### src/rtl/timer_pkg.sv
package timer_pkg;

  // Mode codes; the numeric values are the selection encoding on modeSel.
  typedef enum logic [2:0] {
    MODE_ONESHOT = 3'd0,
    MODE_RATE    = 3'd2,
    MODE_SQUARE  = 3'd3,
    MODE_STROBE  = 3'd4
  } timer_mode_e;

  // Strobes from control to datapath.
  typedef struct packed {
    logic capture;   // store a new reload value
    logic loadFull;  // count <= N
    logic loadHigh;  // count <= ceil(N/2)
    logic loadLow;   // count <= floor(N/2)
    logic decr;      // count <= count - 1
  } cnt_strobe_t;

  function automatic logic isValidMode(input logic [2:0] code);
    return (code == 3'd0) || (code == 3'd2) || (code == 3'd3) || (code == 3'd4);
  endfunction

  function automatic logic initLevel(input timer_mode_e mode);
    return (mode != MODE_ONESHOT);
  endfunction

endpackage

### src/rtl/timer_datapath.sv
module timer_datapath
  import timer_pkg::*;
#(
  parameter int WIDTH = 16
) (
  input  logic             clk,
  input  logic             rstN,
  input  cnt_strobe_t      strb,
  input  logic [WIDTH-1:0] loadVal,
  output logic             cntZero,
  output logic             cntOne,
  output logic             cntTwo
);

  localparam int CW = WIDTH + 1;
  localparam logic [CW-1:0] FULL_COUNT = {1'b1, {WIDTH{1'b0}}};

  logic [WIDTH-1:0] reloadQ;
  logic [CW-1:0]    countQ;
  logic [CW-1:0]    effVal;

  // A stored zero stands for the full 2^WIDTH range.
  assign effVal = (reloadQ == '0) ? FULL_COUNT : {1'b0, reloadQ};

  always_ff @(posedge clk or negedge rstN) begin
    if (!rstN) begin
      reloadQ <= '0;
    end else if (strb.capture) begin
      reloadQ <= loadVal;
    end
  end

  always_ff @(posedge clk or negedge rstN) begin
    if (!rstN) begin
      countQ <= '0;
    end else if (strb.loadFull) begin
      countQ <= effVal;
    end else if (strb.loadHigh) begin
      countQ <= (effVal + CW'(1)) >> 1;
    end else if (strb.loadLow) begin
      countQ <= effVal >> 1;
    end else if (strb.decr) begin
      countQ <= countQ - CW'(1);
    end
  end

  assign cntZero = (countQ == CW'(0));
  assign cntOne  = (countQ == CW'(1));
  assign cntTwo  = (countQ == CW'(2));

endmodule

### src/rtl/timer_ctrl.sv
module timer_ctrl
  import timer_pkg::*;
(
  input  logic        clk,
  input  logic        rstN,
  input  logic        ctrlWe,
  input  logic [2:0]  modeSel,
  input  logic        loadWe,
  input  logic        clkEn,
  input  logic        cntZero,
  input  logic        cntOne,
  input  logic        cntTwo,
  output cnt_strobe_t strb,
  output logic        outLevel
);

  timer_mode_e modeQ, modeD;
  logic pendQ, pendD;
  logic runQ, runD;
  logic outQ, outD;

  always_comb begin
    strb  = '0;
    modeD = modeQ;
    pendD = pendQ;
    runD  = runQ;
    outD  = outQ;
    if (ctrlWe && isValidMode(modeSel)) begin
      modeD        = timer_mode_e'(modeSel);
      runD         = 1'b0;
      pendD        = loadWe;
      strb.capture = loadWe;
      outD         = initLevel(modeD);
    end else if (loadWe) begin
      strb.capture = 1'b1;
      pendD        = 1'b1;
      runD         = 1'b0;
      outD         = initLevel(modeQ);
    end else if (clkEn && pendQ) begin
      pendD = 1'b0;
      runD  = 1'b1;
      if (modeQ == MODE_SQUARE) strb.loadHigh = 1'b1;
      else                      strb.loadFull = 1'b1;
    end else if (clkEn && runQ) begin
      case (modeQ)
        MODE_ONESHOT: begin
          if (cntOne) begin
            outD = 1'b1;
            runD = 1'b0;
          end else begin
            strb.decr = 1'b1;
          end
        end
        MODE_STROBE: begin
          if (cntZero) begin
            outD = 1'b1;
            runD = 1'b0;
          end else begin
            strb.decr = 1'b1;
            if (cntOne) outD = 1'b0;
          end
        end
        MODE_RATE: begin
          if (cntOne) begin
            strb.loadFull = 1'b1;
            outD          = 1'b1;
          end else begin
            strb.decr = 1'b1;
            outD      = !cntTwo;
          end
        end
        MODE_SQUARE: begin
          if (cntOne) begin
            outD = !outQ;
            if (outQ) strb.loadLow  = 1'b1;
            else      strb.loadHigh = 1'b1;
          end else begin
            strb.decr = 1'b1;
          end
        end
        default: ;
      endcase
    end
  end

  always_ff @(posedge clk or negedge rstN) begin
    if (!rstN) begin
      modeQ <= MODE_ONESHOT;
      pendQ <= 1'b0;
      runQ  <= 1'b0;
      outQ  <= 1'b0;
    end else begin
      modeQ <= modeD;
      pendQ <= pendD;
      runQ  <= runD;
      outQ  <= outD;
    end
  end

  assign outLevel = outQ;

endmodule

### src/rtl/timer_channel.sv
module timer_channel
  import timer_pkg::*;
#(
  parameter int WIDTH = 16
) (
  input  logic             clk,
  input  logic             rstN,
  input  logic             ctrlWe,
  input  logic [2:0]       modeSel,
  input  logic             loadWe,
  input  logic [WIDTH-1:0] loadVal,
  input  logic             clkEn,
  input  logic             forceOff,
  output logic             timerOut
);

  cnt_strobe_t strb;
  logic cntZero, cntOne, cntTwo;
  logic outLevel;

  timer_ctrl ctrlInst (
    .clk      (clk),
    .rstN     (rstN),
    .ctrlWe   (ctrlWe),
    .modeSel  (modeSel),
    .loadWe   (loadWe),
    .clkEn    (clkEn),
    .cntZero  (cntZero),
    .cntOne   (cntOne),
    .cntTwo   (cntTwo),
    .strb     (strb),
    .outLevel (outLevel)
  );

  timer_datapath #(.WIDTH(WIDTH)) dpInst (
    .clk     (clk),
    .rstN    (rstN),
    .strb    (strb),
    .loadVal (loadVal),
    .cntZero (cntZero),
    .cntOne  (cntOne),
    .cntTwo  (cntTwo)
  );

  // The force input masks the output only; counting keeps going.
  assign timerOut = outLevel & ~forceOff;

endmodule

### config.mk
export PLATFORM = sky130hd
export DESIGN_NAME = timer_channel
export DESIGN_NICKNAME = d
export VERILOG_FILES = /design/src/rtl/timer_pkg.sv /design/src/rtl/timer_datapath.sv /design/src/rtl/timer_ctrl.sv /design/src/rtl/timer_channel.sv
export SDC_FILE = /design/constraint.sdc
export NUM_CORES = 1
export LEC_CHECK = 0
export ABC_CLOCK_PERIOD_IN_PS = 6900
export BUFFER_PORTS_ARGS = -buffer_cell sky130_fd_sc_hd__buf_2
export CAP_MARGIN = 30
export CORE_ASPECT_RATIO = 0.7
export CORE_UTILIZATION = 60
export CTS_CLUSTER_DIAMETER = 40
export CTS_CLUSTER_SIZE = 10
export DETAILED_ROUTE_END_ITERATION = 12
export GPL_ROUTABILITY_DRIVEN = 0
export HOLD_SLACK_MARGIN = 0.1
export PLACE_DENSITY = 0.8
export SYNTH_ARGS = -nofsm -noshare
export SYNTH_HDL_FRONTEND = slang
export SYNTH_SLANG_ARGS = --single-unit
export TNS_END_PERCENT = 10
### constraint.sdc
create_clock -name clk -period 6.9 [get_ports clk]
set_input_delay 0.345 -clock clk [delete_from_list [all_inputs] [get_ports clk]]
set_output_delay 0.345 -clock clk [all_outputs]
set_load 0.05 [all_outputs]
# --- Word-level counts from Yosys, hierarchy flattened ---
# Index checks and enable logic that the tools add are counted.
word_totals:
  register_bits: 39
  latch_bits: 0
  ramBits: 0
  romBits: 0
  in_bits: 25
  output_inout_bits: 1
  mem_count: 0
classes:
  add_sub_neg: 2
  multipliers: 0
  div: 0
  n_lt_le_gt_ge: 0
  n_eq_ne: 14
  shift: 0
  muxes: 42
  bitwise: 2
  n_reduce_logical: 23
op_table:
  columns: ["cell", "count"]
  rows:
  - ["$mux 17", 5]
  - ["$mux 1", 27]
  - ["$add 17x1->17 const B", 1]
  - ["$eq 17x1->1 const B", 1]
  - ["$eq 17x2->1 const B", 1]
  - ["$logic_not 17->1", 1]
  - ["$sub 17x1->17 const B", 1]
  - ["$logic_not 16->1", 1]
  - ["$eq 3x2->1 const B", 4]
  - ["$mux 4", 3]
  - ["$reduce_bool 3->1", 4]
  - ["$ne 5x3->1 const B", 2]
  - ["$mux 2", 4]
  - ["$ne 4x3->1 const B", 2]
  - ["$reduce_bool 4->1", 2]
  - ["$eq 3x3->1 const B", 2]
  - ["$logic_not 3->1", 2]
  - ["$reduce_and 6->1", 1]
  - ["$reduce_bool 6->1", 1]
  - ["$ne 5x4->1 const B", 1]
  - ["$reduce_bool 5->1", 1]
  - ["$pmux 1 s2", 2]
  - ["$pmux 1 s4", 1]
  - ["$reduce_and 4->1", 1]
  - ["7 further kinds", 12]

# --- Depth between registers and ports, before layout ---
# Gate-level depths: netlist of the first run.
depth:
  ltp_word: 11
  depth_mapped: 10
  depth_no_buf: 9

# --- Modules after synthesis ---
# From an unflattened synthesis of the first run, not the netlist that was laid out.
hier_totals:
  cells_unflattened: 360
  hier_area_um2: 2947.8
by_module_without_submodules:
  columns: ["module", "n_inst", "cells_per_inst", "area_per_inst_um2", "seq_area_each_um2"]
  rows:
  - ["timer_datapath", 1, 290, 2409.8, 825.8]
  - ["timer_ctrl", 1, 69, 524.3, 150.1]
  - ["timer_channel", 1, 1, 13.8, 0.0]

# --- Worst setup path before layout of the first run ---
# No wires, ideal clock.
synth_path:
  path_type: "register to register"
  start: "register dpInst.countQ[0]"
  end: "register dpInst.countQ[10]"
  setup_ns: 0.121
  arrival_time_ns: 2.033
  path_slack_ns: 4.747
  path_stages_with_launch: 10
  path_cell_list: "dfrtp_1 -> inv_1 -> ha_1 -> nor4b_1 -> nand2_1 -> or3_1 -> xnor2_1 -> a21oi_1 -> o311a_1 -> o21ai_1"
synth_via:
  elab_chain_cells: 10
  elab_cells_between_ends: 20
  cone_classes: "add/sub (1); eq/ne (1); mux (16); reduce/logical (2)"
synth_lines:
  columns: ["item", "line", "text"]
  rows:
  - ["from (decl)", "timer_datapath.sv:19", "logic [CW-1:0] countQ;"]
  - ["from (signal assigned)", "timer_datapath.sv:37", "countQ <= effVal;"]
  - ["from (signal assigned)", "timer_datapath.sv:39", "countQ <= (effVal + CW'(1)) >> 1;"]
  - ["from (signal assigned)", "timer_datapath.sv:41", "countQ <= effVal >> 1;"]
  - ["$eq 17x1->1", "timer_datapath.sv:48", "assign cntOne = (countQ == CW'(1));"]
  - ["$mux 2", "timer_ctrl.sv:73", "if (cntOne) begin"]
  - ["$mux 2", "timer_ctrl.sv:45", "case (modeQ)"]
  - ["$mux 4", "timer_ctrl.sv:44", "end else if (clkEn && runQ) begin"]
  - ["$mux 2", "timer_ctrl.sv:39", "end else if (clkEn && pendQ) begin"]
  - ["$mux 4", "timer_ctrl.sv:34", "end else if (loadWe) begin"]
  - ["$mux 4", "timer_ctrl.sv:28", "if (ctrlWe && isValidMode(modeSel)) begin"]
  - ["$mux 17", "timer_datapath.sv:40", "end else if (strb.loadLow) begin"]
  - ["$mux 17", "timer_datapath.sv:38", "end else if (strb.loadHigh) begin"]
  - ["$mux 17", "timer_datapath.sv:36", "end else if (strb.loadFull) begin"]
# Parallel ways exist; a longest one is shown, timed or not. The select of a mux whose other input is x is not followed.
# A chain may end at the register's enable or synchronous reset.

# --- Worst setup path after layout of the first run ---
layout_path:
  start: "register dpInst.countQ[4]"
  end: "register dpInst.countQ[7]"
# Same word-level chain as after synthesis.

==> results of run 1 <==
## sequential cells by signal (all words and copies together) (netlist names)
signal	flops
ctrlInst.pendQ	1
ctrlInst.runQ	1
dpInst.reloadQ	16
ctrlInst.modeQ	3
dpInst.countQ	17
ctrlInst.outLevel	1
## Yosys cell counts, types with 3 or more instances
library cell,n
nor4b_1,5
a31oi_1,5
or3_1,3
nand2_1,38
nand3_1,15
a21oi_1,17
buf_6,5
nand4_1,7
nor4_1,6
a21o_1,6
a211oi_1,4
o22ai_1,6
buf_4,3
nand2b_1,3
clkbuf_1,8
inv_1,14
a31oi_2,3
a221oi_1,4
o21ai_1,8
xor2_1,4
nor3_2,3
xnor2_1,14
nor2_1,25
nor2b_1,4
dfrtp_1,39
mux2_2,12
nor3_1,12
o211ai_1,4
and3_1,7
ha_1,6
o21ai_0,16
## layout make-up
cell class	instances	area [um^2]	area share (%)
multi-input cells	280	1910	58.4
flip-flops and latches	39	976	29.8
repair buffers	25	125	3.82
well taps	69	86.3	2.64
clock buffers	6	82.6	2.52
inverters	15	56.3	1.72
clock inverters	2	35.0	1.07
## routing by layer
metal | track usage [%] | vias to the layer above | wire [um]
li1 | - | 1331 | -
met1 | 49.9 | 1319 | 3860
met3 | 8.85 | 13 | 889
met5 | 0 | - | 0
met2 | 43.1 | 165 | 3100
met4 | 7.49 | 0 | 95
## worst register-to-register path, cell delays in order, from the launching register on
cell     delay [ns]
dfrtp_1        0.46
nor3_4         0.29
nand3_2        0.33
o31ai_4        0.35
and3_1         0.62
or3_1          0.65
o21ai_0        0.25
o21ai_1        0.19
## power by group
part	internal (mW)	total (mW)	switching (mW)
registers	0.285	0.391	0.106
clock network	0.117	0.199	0.0822
logic	0.158	0.369	0.211
total	0.561	0.960	0.399
## logic make-up after synthesis
| family | Yosys count | share of synthesized area (%) |
|---|---|---|
| AND/OR/NAND/NOR | 147 | 27.1 |
| buffers and inverters | 33 | 5.68 |
| AO/OA/AOI/OAI | 97 | 23.3 |
| adder cells (fa/ha/maj) | 6 | 2.45 |
| flip-flops | 39 | 31.9 |
| multiplexers | 12 | 4.41 |
| XOR/XNOR | 18 | 5.15 |
## final timing paths
| check | startpoint | end | depth (start not counted) |
|---|---|---|---|
| max reg2reg | dpInst.countQ[4] | dpInst.countQ[7] | 7 |
| min in group clk | loadVal[0] | dpInst.reloadQ[0] | 3 |
| min | rstN | ctrlInst.runQ | 1 |
| max in group asynchronous | rstN | dpInst.countQ[2] | 1 |
| max | dpInst.countQ[4] | dpInst.countQ[7] | 7 |
| min reg2reg | ctrlInst.pendQ | ctrlInst.pendQ | 1 |
==> results.cfg, run 1 <==
[global_routing]
antenna_found_initial = 0
grt_overflow = 0
grt_pass1_wl_mm = 12.7
grtUsageTotal_pct = 32.0
grt_pass1_vias = 2387
grt_max_degree = 40

[outcome]
run_status = completed

[pwr]
p_per_area_nw_per_um2 = 293
p_leak_nw = 1.29
total_power_uw = 960
vdd_drop_max_mv = 0.132

[place]
pre_cts_ws_ns = 3.75
place_hpwl_mm = 6.00
dp_cells = 428
placed_area_um2 = 3160
numPortBuffers = 25

[sta]
fin_skew_ns = 0.00588
hold_violations = 0
hold_slack_ns = 0.157
drv_slew = 0
timing.fmax_ghz = 0.311
fin_ws_ns = 3.68
finalSetupTns_ns = 0
fin_crit_ns = 3.22
slew_headroom_pct = 40.4
setup_viol = 0
rsz0062_at_grt = no
finalCritPeriodShare_pct = 46.6
tightest_slew_ns = 0.889

[floorplan]
die-area_um2 = 5400
row_count = 21
start_util_pct = 63.4
fp.dieW_um = 87.4
core_area_um2 = 4830
ios = 26
die_h_um = 61.8

[layout]
postLayoutCoreUtil_pct = 67.7
final_common_cell = dfrtp_1
diodes = 0
mostFrequentLayoutCells = dfrtp_1 (39), nand2_1 (38), nor2_1 (25), buf_2 (25), a21oi_1 (17)
drive_gt1_share_pct = 19.1
instances_no_fill = 436
syn2layout_area_growth_pct = 6.90
nFillCells = 411
final_cell_area_um2 = 3270
nets = 397

[setup_path]
crit_arrival_ns = 3.44
start_kind = register
critical-path-top-delay-family = simple AND/OR/NAND/NOR gates
cp_num_buf_inv = 0
reg2reg_slack_ns = 3.68
critical_path_class = reg -> reg
slowest_stage = or3_1
worstPathRequired_ns = 7.12
path_max_fanout = 20
path_cells = nor3_4, nand3_2, o31ai_4, and3_1, or3_1, o21ai_0, o21ai_1
cp-end-kind = register
cpPeakStageDelay_ns = 0.65

[drt]
routed_wl_mm = 7.95
wire_per_inst_um = 18.2
dr.first_iter.drc_count = 440
drt_pass1_iterations = 5
via_per_inst = 6.49
drc = 0
vias = 2828
antenna_left = 0

[synthesis]
synthArstFlopShare_pct = 100
synth_nets = 383
synthFlopType = dfrtp_1
syn_inst = 352
synthTopCellsByArea = dfrtp_1 (32%), nand2_1 (4.7%), mux2_2 (4.4%)
synth-seq-cells = 39
syn_area_um2 = 3060
avgSynthCellArea_um2 = 8.70
synth-edff-count = 0
synth.distinct_cells = 72
yosysTopAreaCell = dfrtp_1
synthDominantCellAreaShare_pct = 31.9
yosysSeqAreaShare_pct = 31.9
yosysWarnings = 0

[clock_tree]
cts_max_path_buffers = 2
cts.repair.resized = 0
clkSinkCount = 39
clock-root-buffer = clkbuf_8
h-tree-depth = 2
cts_tree = yes
clk_pin_slew_ns = 0.08
hold_buffers = 0
cts_setup_buffers = 0
numCtsBuffers = 5
clk_latency_ns = 0.30

[min_path]
worstHoldPathType = in -> async

[run]
cap_violations = 0
No activity file was read; power rests on OpenSTA's default activity.
==> run 2: changes to the inputs <==
Settings changed: ABC_AREA set to 1, ABC_CLOCK_PERIOD_IN_PS 6900 to 3200.
Clock period 6.9 ns to 3.2 ns, I/O delays scaled along.
==> results.cfg, run 2 <==
[drt]
drc = 0
drt_pass1_iterations = 5
vias = 3754
wire_per_inst_um = 14.8
dr.first_iter.drc_count = 367
via_per_inst = 5.78
antenna_left = 0
routed_wl_mm = 9.60

[sta]
finalSetupTns_ns = 0
hold_slack_ns = 0.102
hold_violations = 0
tightest_slew_ns = 0.914
fin_crit_ns = 2.47
fin_ws_ns = 0.728
fin_skew_ns = 0.0131
drv_slew = 0
finalCritPeriodShare_pct = 77.2
setup_viol = 0
slew_headroom_pct = 39.1
timing.fmax_ghz = 0.405
rsz0062_at_grt = no

[global_routing]
grt_pass1_vias = 3460
grt_max_degree = 40
use_met3_pct = 5.09
grt_overflow = 0
grt.met2_usage_pct = 56.6
grt.busiest_layer = met2
grt_pass1_wl_mm = 16.2
antenna_found_initial = 0
grtUsageTotal_pct = 33.9
met1_usage_pct = 47.2

[pwr]
p_leak_nw = 2.01
vdd_drop_max_mv = 0.349
p_per_area_nw_per_um2 = 570

[outcome]
run_status = completed

[layout]
syn2layout_area_growth_pct = 11.2
reg.largest.list = dpInst.countQ (17), dpInst.reloadQ (16), ctrlInst.modeQ (3)
regMostFlops = dpInst.countQ
final_common_cell = nand2_1
drive_gt1_share_pct = 12.8
largest_reg_flops = 17
diodes = 0
nets = 607
mostFrequentLayoutCells = nand2_1 (170), nor2_1 (59), inv_1 (57)

[floorplan]
fp.dieW_um = 92.9
start_util_pct = 64.3
die_h_um = 65.6
core_area_um2 = 5400
die-area_um2 = 6090
row_count = 22
ios = 26

[synthesis]
synthArstFlopShare_pct = 100
syn_area_um2 = 3470
synth-edff-count = 0
synth_most_common_cell = nand2_1
synthDominantCellAreaShare_pct = 28.1
synthFlopType = dfrtp_1
netlist_top_cells_count = nand2_1 (170), nor2_1 (59), inv_1 (57), nand3_1 (53), dfrtp_1 (39)
synth-seq-cells = 39
synth.distinct_cells = 38
synth_nets = 574
synthTopCellsByArea = dfrtp_1 (28%), nand2_1 (18%), nand3_1 (7.7%)
yosysWarnings = 0
yosysSeqAreaShare_pct = 28.1
yosysTopAreaCell = dfrtp_1
syn_inst = 543
avgSynthCellArea_um2 = 6.39

[setup_path]
path_max_fanout = 19
timing.rr.start = dpInst.countQ[1]
slowest_stage = nor2_1
worstPathRequired_ns = 3.44
cpPeakStageDelay_ns = 0.67
critical_path_class = reg -> reg
cp-end-kind = register
crit_top_cell = nand2_1
start_kind = register
critPathLaunch = dpInst.countQ[1]
ff2ff_path_depth = 13
crit_arrival_ns = 2.71
reg2reg_slack_ns = 0.73
r2r-end = dpInst.countQ[16]
path_cells = inv_1, ha_1, nand2_1, nor2_1, nand3_4, nor2_4, nand2_2, nand2_4, nor2_1, nand3_1, o21ai_0, nand2_1, nand2_1

[clock_tree]
h-tree-depth = 2
clk_pin_slew_ns = 0.09
numCtsBuffers = 5
cts_tree = yes
cts_setup_buffers = 0
cts_max_path_buffers = 2
clkSinkCount = 39
clock-root-buffer = clkbuf_8
clk_latency_ns = 0.30

[run]
cap_violations = 0

[min_path]
hold_start = loadVal[6]
worstHoldPathType = in -> reg
min_to = dpInst.reloadQ[6]
holdPathStages = 3

[place]
place_hpwl_mm = 7.13
numPortBuffers = 25
pre_cts_ws_ns = 0.817
==> run 2: routing by layer <==
layer	up-vias	routed length [um]
li1	1807	-
met1	1763	4220
met2	173	4460
met3	11	835
met4	0	85
met5	-	0
==> run 2: cell families (layout without fill, tap and decap cells) <==
group | count (synthesis) | in the layout | share of synthesized area (%)
AND/OR/NAND/NOR | 341 | 341 | 46.0
buffers and inverters | 80 | 114 | 9.60
AO/OA/AOI/OAI | 63 | 63 | 10.5
flip-flops | 39 | 39 | 28.1
XOR/XNOR | 14 | 14 | 3.54
adder cells (fa/ha/maj) | 6 | 6 | 2.17
==> run 2: worst max-delay path, delay by kind of cell (launching register included) <==
| kind | cells | cell delay [ns] |
|---|---|---|
| compound gates | 1 | 0.11 |
| fa+ha+maj | 1 | 0.20 |
| buf+inv | 1 | 0.10 |
| flops | 1 | 0.41 |
| simple gates | 10 | 1.60 |
==> run 2: how the worst max path moves through the flow <==
stage / to / slack, ns / cells after the start
after floorplan: dpInst.countQ[8] / 1.36 / 14
final: dpInst.countQ[16] / 0.73 / 13
after global routing: dpInst.countQ[16] / 0.47 / 13
after detailed placement: dpInst.countQ[16] / 0.82 / 13
after global placement: dpInst.countQ[16] / 0.91 / 11
after CTS: dpInst.countQ[16] / 0.78 / 13
==> run 2: area by class of cell <==
class                      count  area (um^2)
fill                         493         1540
inverter                      65          244
multi-input combinational    424         2160
sequential                    39          976
timing repair buffer          41          285
tap                           72         90.1
clock buffer                   8          100
==> run 2: per-stage QoR <==
step                utilization [%]  power, mW  std cells  area [um^2]
floorplan                         -       1.52        543         3470
global placement               66.6       1.75        625         3590
detailed placement             66.6       1.78        625         3590
CTS                            71.4       2.17        649         3850
global route                   71.4       2.35        649         3850
finish                         71.4       2.20        649         3850
==> run 2: report_power, final <==
group          switching [mW]  leakage [nW]  internal, mW
Sequential              0.183         0.478         0.619
Clock                   0.181        0.0515         0.197
Combinational           0.653          1.48         0.366
Total                    1.02          2.01          1.18
==> run 2: timing repair <==
item / in CTS / in global routing
resized for setup: 0 / 0
hold buffers: 16 / 0
setup endpoints to repair: 0 / 0
endpoints found under the hold margin: 54 / 0
